<file path="config.mk">
export PLATFORM = sky130hd
export DESIGN_NAME = ovl_step_calc
export DESIGN_NICKNAME = d
export VERILOG_FILES = /design/src/rtl/ovl_step_calc.sv
export SDC_FILE = /design/constraint.sdc
export NUM_CORES = 1
export LEC_CHECK = 0
export BUFFER_PORTS_ARGS = -buffer_cell sky130_fd_sc_hd__buf_2
export CORE_UTILIZATION = 57
export DETAILED_ROUTE_END_ITERATION = 6
export PLACE_DENSITY = 0.83
export SLEW_MARGIN = 20
export SYNTH_ARGS = -nofsm -noshare
export SYNTH_HDL_FRONTEND = slang
export SYNTH_SLANG_ARGS = --single-unit
</file>
<file path="constraint.sdc">
create_clock -name clk -period 3.74 [get_ports clk]
set_clock_uncertainty 0.05 [all_clocks]
set_input_delay 1.122 -clock clk [delete_from_list [all_inputs] [get_ports clk]]
set_output_delay 1.122 -clock clk [all_outputs]
set_load 0.03 [all_outputs]
</file>
<file path="src/rtl/ovl_step_calc.sv">
module ovl_step_calc #(
  parameter int DIM_W     = 12,
  parameter int MAX_HALVE = 8
) (
  input  logic             clk,
  input  logic             rst_n,
  input  logic             start,
  input  logic [DIM_W-1:0] src_w,
  input  logic [DIM_W-1:0] src_h,
  input  logic [DIM_W-1:0] dst_w,
  input  logic [DIM_W-1:0] dst_h,
  input  logic [31:0]      left_fx,
  input  logic [31:0]      top_fx,
  input  logic             dbl_scan,
  input  logic             interlace,
  output logic             busy,
  output logic             done,
  output logic             err,
  output logic [31:0]      v_inc,
  output logic [31:0]      h_inc_word,
  output logic [15:0]      step_word,
  output logic [31:0]      luma_hseed,
  output logic [31:0]      chroma_hseed,
  output logic [31:0]      vseed
);
  localparam int ACC_W  = 32;
  localparam int CNT_W  = $clog2(ACC_W);
  localparam int HCNT_W = $clog2(MAX_HALVE + 1);
  localparam int V_FRAC = 20;
  localparam int H_FRAC = 12;

  typedef enum logic [2:0] {S_IDLE, S_DIVV, S_DIVH, S_NORM, S_FIN} st_t;
  st_t st;

  logic [DIM_W:0]     dvs;
  logic [DIM_W+1:0]   rem;
  logic [ACC_W-1:0]   quo;
  logic [CNT_W-1:0]   cnt;
  logic [ACC_W-1:0]   h_val, v_q;
  logic [HCNT_W-1:0]  hcnt;
  logic [7:0]         step;
  logic [31:0]        left_q, top_q;
  logic [DIM_W-1:0]   sw_q, dw_q;
  logic               err_q;

  wire [DIM_W:0] eff_h = dbl_scan  ? {dst_h, 1'b0} :
                         interlace ? {2'b00, dst_h[DIM_W-1:1]} :
                                     {1'b0, dst_h};

  wire [DIM_W+1:0] rem_sh   = {rem[DIM_W:0], quo[ACC_W-1]};
  wire             fits     = rem_sh >= {1'b0, dvs};
  wire [DIM_W+1:0] rem_nx   = fits ? rem_sh - {1'b0, dvs} : rem_sh;
  wire [ACC_W-1:0] quo_nx   = {quo[ACC_W-2:0], fits};
  wire             div_last = cnt == CNT_W'(ACC_W - 1);

  wire [31:0] lt = (left_q & 32'h0003_FFFF) + 32'h0002_8000 + (h_val << 3);
  wire [31:0] ct = ((left_q >> 1) & 32'h0001_FFFF) + 32'h0002_8000 + (h_val << 2);
  wire [31:0] vt = (top_q & 32'h0000_FFFF) + 32'h0001_8000;

  assign busy = st != S_IDLE;

  always_ff @(posedge clk) begin
    if (!rst_n) begin
      st <= S_IDLE;
      dvs <= '0; rem <= '0; quo <= '0; cnt <= '0;
      h_val <= '0; v_q <= '0; hcnt <= '0; step <= '0;
      left_q <= '0; top_q <= '0; sw_q <= '0; dw_q <= '0; err_q <= 1'b0;
      done <= 1'b0; err <= 1'b0;
      v_inc <= '0; h_inc_word <= '0; step_word <= '0;
      luma_hseed <= '0; chroma_hseed <= '0; vseed <= '0;
    end else begin
      done <= 1'b0;
      case (st)
        S_IDLE: if (start) begin
          left_q <= left_fx;
          top_q  <= top_fx;
          sw_q   <= src_w;
          dw_q   <= dst_w;
          if (eff_h == '0 || dst_w == '0) begin
            err_q <= 1'b1;
            st    <= S_FIN;
          end else begin
            err_q <= 1'b0;
            quo   <= ACC_W'(src_h) << V_FRAC;
            rem   <= '0;
            dvs   <= eff_h;
            cnt   <= '0;
            st    <= S_DIVV;
          end
        end
        S_DIVV: begin
          rem <= rem_nx;
          quo <= quo_nx;
          cnt <= cnt + 1'b1;
          if (div_last) begin
            v_q <= quo_nx;
            quo <= ACC_W'(sw_q) << H_FRAC;
            rem <= '0;
            dvs <= {1'b0, dw_q};
            st  <= S_DIVH;
          end
        end
        S_DIVH: begin
          rem <= rem_nx;
          quo <= quo_nx;
          cnt <= cnt + 1'b1;
          if (div_last) begin
            h_val <= quo_nx;
            step  <= 8'd1;
            hcnt  <= '0;
            st    <= S_NORM;
          end
        end
        S_NORM: begin
          if (h_val >= 32'h0000_2000 && hcnt != HCNT_W'(MAX_HALVE)) begin
            h_val <= h_val >> 1;
            step  <= step + 8'd1;
            hcnt  <= hcnt + 1'b1;
          end else begin
            st <= S_FIN;
          end
        end
        S_FIN: begin
          done <= 1'b1;
          err  <= err_q;
          st   <= S_IDLE;
          if (err_q) begin
            v_inc <= '0; h_inc_word <= '0; step_word <= '0;
            luma_hseed <= '0; chroma_hseed <= '0; vseed <= '0;
          end else begin
            v_inc        <= v_q;
            h_inc_word   <= h_val | ((h_val >> 1) << 16);
            step_word    <= {step, step};
            luma_hseed   <= ((lt << 4) & 32'h000F_8000) | ((lt << 12) & 32'hF000_0000);
            chroma_hseed <= ((ct << 4) & 32'h000F_8000) | ((ct << 12) & 32'h7000_0000);
            vseed        <= (vt << 4) | 32'h1;
          end
        end
        default: st <= S_IDLE;
      endcase
    end
  end
endmodule

</file>
==> summary.txt <==
Cells and area
  – Fill cell count: 2017
  – Final Util: 65.3%
  – Share of cells above drive strength 1: 16.1%
  – Final Net Count: 2011
  – Final cell count without fillers: 2182
  – Multi-input logic area: 0.00709 sq mm
  – Syn-to-layout area delta: 12.6%
  – Final Cell Area: 0.0159 sq mm
  – N_diodes: 0
  – Reg area: 0.00609 sq mm

Route
  – Detailed Routing Iterations Pass 1: 5
  – First DRT Iteration DRCs: 1259
  – Vias/cell: 5.69
  – Routed wire per std cell: 16.1 um
  – Routed vias: 12.4k
  – Final antenna-violating net count: 0
  – Post-Route WL: 35100 um
  – DR DRC count: 0

Global route
  – GRT Util Overall: 27.0%
  – Largest net degree at the start of global routing: 125
  – Global-route wire length before repair: 56700 um
  – Global route total overflow: 0
  – Number of global-route vias before repair: 11.4k
  – Initial antenna violation count: 0

Timing
  – Fin crit period: 3070 ps
  – Endpoints failing hold: 0
  – Final setup fails: 0
  – RSZ-0062 raised after global routing: false
  – F_max: 325 MHz
  – Total Neg Setup Slack: 0 ps
  – Slew margin rel.: 26.4%
  – Setup WS post-layout: 666 ps
  – Crit share post-route: 82.2%
  – Slew at the pin closest to its max-slew limit: 1100 ps
  – Max Slew Vio Count: 0
  – Hold_ws: 402 ps

Placed design
  – Placed cell area: 0.0150 sq mm
  – Buffers on Ports: 202
  – Placed cell count: 2132
  – Pre-CTS WS: 282 ps
  – GP Congestion: 0.873
  – Hpwl dp: 23900 um

Yosys
  – Synth cell types: 65
  – Synth async-reset ratio: 0%
  – Syn_area_per_cell: 8.24 sq um
  – Seq/Total Area, Yosys: 43.2%
  – Synth Instances: 1712
  – Most used DFF post-synth: dfxtp_1
  – Cell Area, Synth: 0.0141 sq mm
  – FF+latch count, synth: 304
  – Synth Warn #: 0
  – Post-synth EDFFs: 0

Min path
  – Worst min path class: reg -> reg

Worst setup path
  – Critical Path AT: 1900 ps
  – Critical Path RT: 2570 ps
  – Kind of critical path: reg -> out
  – Worst-path maximum fanout: 14
  – Crit. End Element: output port
  – Critical path startpoint category: flop

Power
  – Tot Pwr: 8.53 mW
  – Leak: 6.74 nW
  – Power Dens Cells: 537 mW/mm^2
  – Worst IR Drop VDD: 0.397 mV

Die
  – Ports: 296
  – Die Wd: 159 um
  – Core box area: 0.0243 sq mm
  – Die Y: 159 um
  – Starting Density: 58.0%
  – Die area: 0.0254 sq mm
  – FP Rows: 57

Clock tree
  – Hold Buf Count CTS: 0
  – Clock tree root driver cell: clkbuf_16
  – Worst-path clk slew: 60 ps
  – CTS Buf Count: 30
  – Clk_lat worst skew: 570 ps
  – CTS tree: yes
  – H-Tree Depth: 1
  – Post-CTS Setup Bufs: 0
  – Clk buf depth: 3
  – CTS Sinks: 304
  – Post-CTS sizing: 0

Run
  – Max-cap viol count: 0

Status
  – Outcome: completed
[placed cells by master, fill, tap and decap left out, types with 13 or more instances in the layout]
master,count
nor3b_1,70
clkbuf_16,30
dfxtp_1,303
nor3_1,31
nor2_1,207
o21ai_0,61
conb_1,60
nand2_1,243
inv_1,39
ha_1,53
buf_2,202
a21oi_1,219
mux2i_1,44
xnor2_1,13
a211oi_1,34
nand3_1,26
xor2_1,20
buf_4,18
[worst paths after layout]
check,slack (ps),depth (start not counted),from,end
worst max-delay path,670,3,st[2]$_SDFFE_PN0P_,busy
worst max register to register,860,7,st[0]$_SDFFE_PN0P_,h_val[19]$_SDFFE_PN0P_
worst min register to register,400,2,top_q[0]$_SDFFE_PN0P_,top_q[0]$_SDFFE_PN0P_
worst min-delay path,400,2,top_q[0]$_SDFFE_PN0P_,top_q[0]$_SDFFE_PN0P_
[where the power goes]
group	switching, mW	internal, mW	total [mW]
clock network	1.25	1.57	2.82
logic	1.34	0.804	2.15
registers	0.167	3.40	3.56
[synthesized netlist by cell type, types with 8 or more instances]
cell type  instances  area (sq um)
a211oi_1          34           255
clkbuf_1          88           330
mux2i_1           44           440
nand3_1           26           130
nand2b_1          10          62.6
xor2_1            20           175
a222oi_1          12           120
xnor2_1           13           114
nor3b_1           70           526
nor3_1            31           155
ha_1              53           663
buf_2             15          75.1
nor2_1           209           785
a21o_1            12          90.1
nand4_1           11          68.8
o21ai_0           61           305
o211ai_1           8          60.1
dfxtp_1          304          6090
nand2_1          246           923
inv_1             39           146
a22o_1            12           105
buf_4             74           556
a21oi_1          219          1100
[worst max-delay path, stage by stage (launching register included)]
cell and delay (ps):
dfxtp_1 470, nor3_2 440, inv_1 200, buf_2 220
[metal layers]
layer | GRT usage (%) | routed length (um) | vias up
met5 | 0 | 0 | -
met1 | 36.5 | 15600 | 5872
li1 | - | - | 6025
met4 | 8.52 | 762 | 0
met2 | 44.5 | 16300 | 463
met3 | 3.88 | 2400 | 54
[logic make-up (layout without fill, tap and decap cells)]
kind of cell / after synthesis / in the layout / synth area share (%)
flops: 304 / 304 / 43.2
fa+ha+maj: 54 / 54 / 4.85
xor+xnor: 33 / 33 / 2.05
simple gates: 637 / 637 / 20.5
buf+inv: 227 / 314 / 8.31
compound gates: 407 / 407 / 17.6
other cells: 1 / 60 / 0.0266
mux: 49 / 49 / 3.52
[flip-flops by register name, summed over array words and instances, names as in the netlist, 5 cells and up]
signal and count:
luma_hseed 9, dvs 13, v_inc 32, step_word 8
cnt 5, dw_q 12, chroma_hseed 5, quo 32
sw_q 12, v_q 32, top_q 16, h_inc_word 32
left_q 15, rem 13, vseed 18, h_val 32
step 8
[cell type report]
class	count	share of cell area (%)
Clock inverter	7	0.378
Timing Repair Buffer	224	7.73
Multi-Input combinational cell	1240	44.6
Clock buffer	43	5.35
Sequential cell	304	38.4
Inverter	40	0.978
Tap cell	324	2.55
No activity file was read; power rests on OpenSTA's default activity.
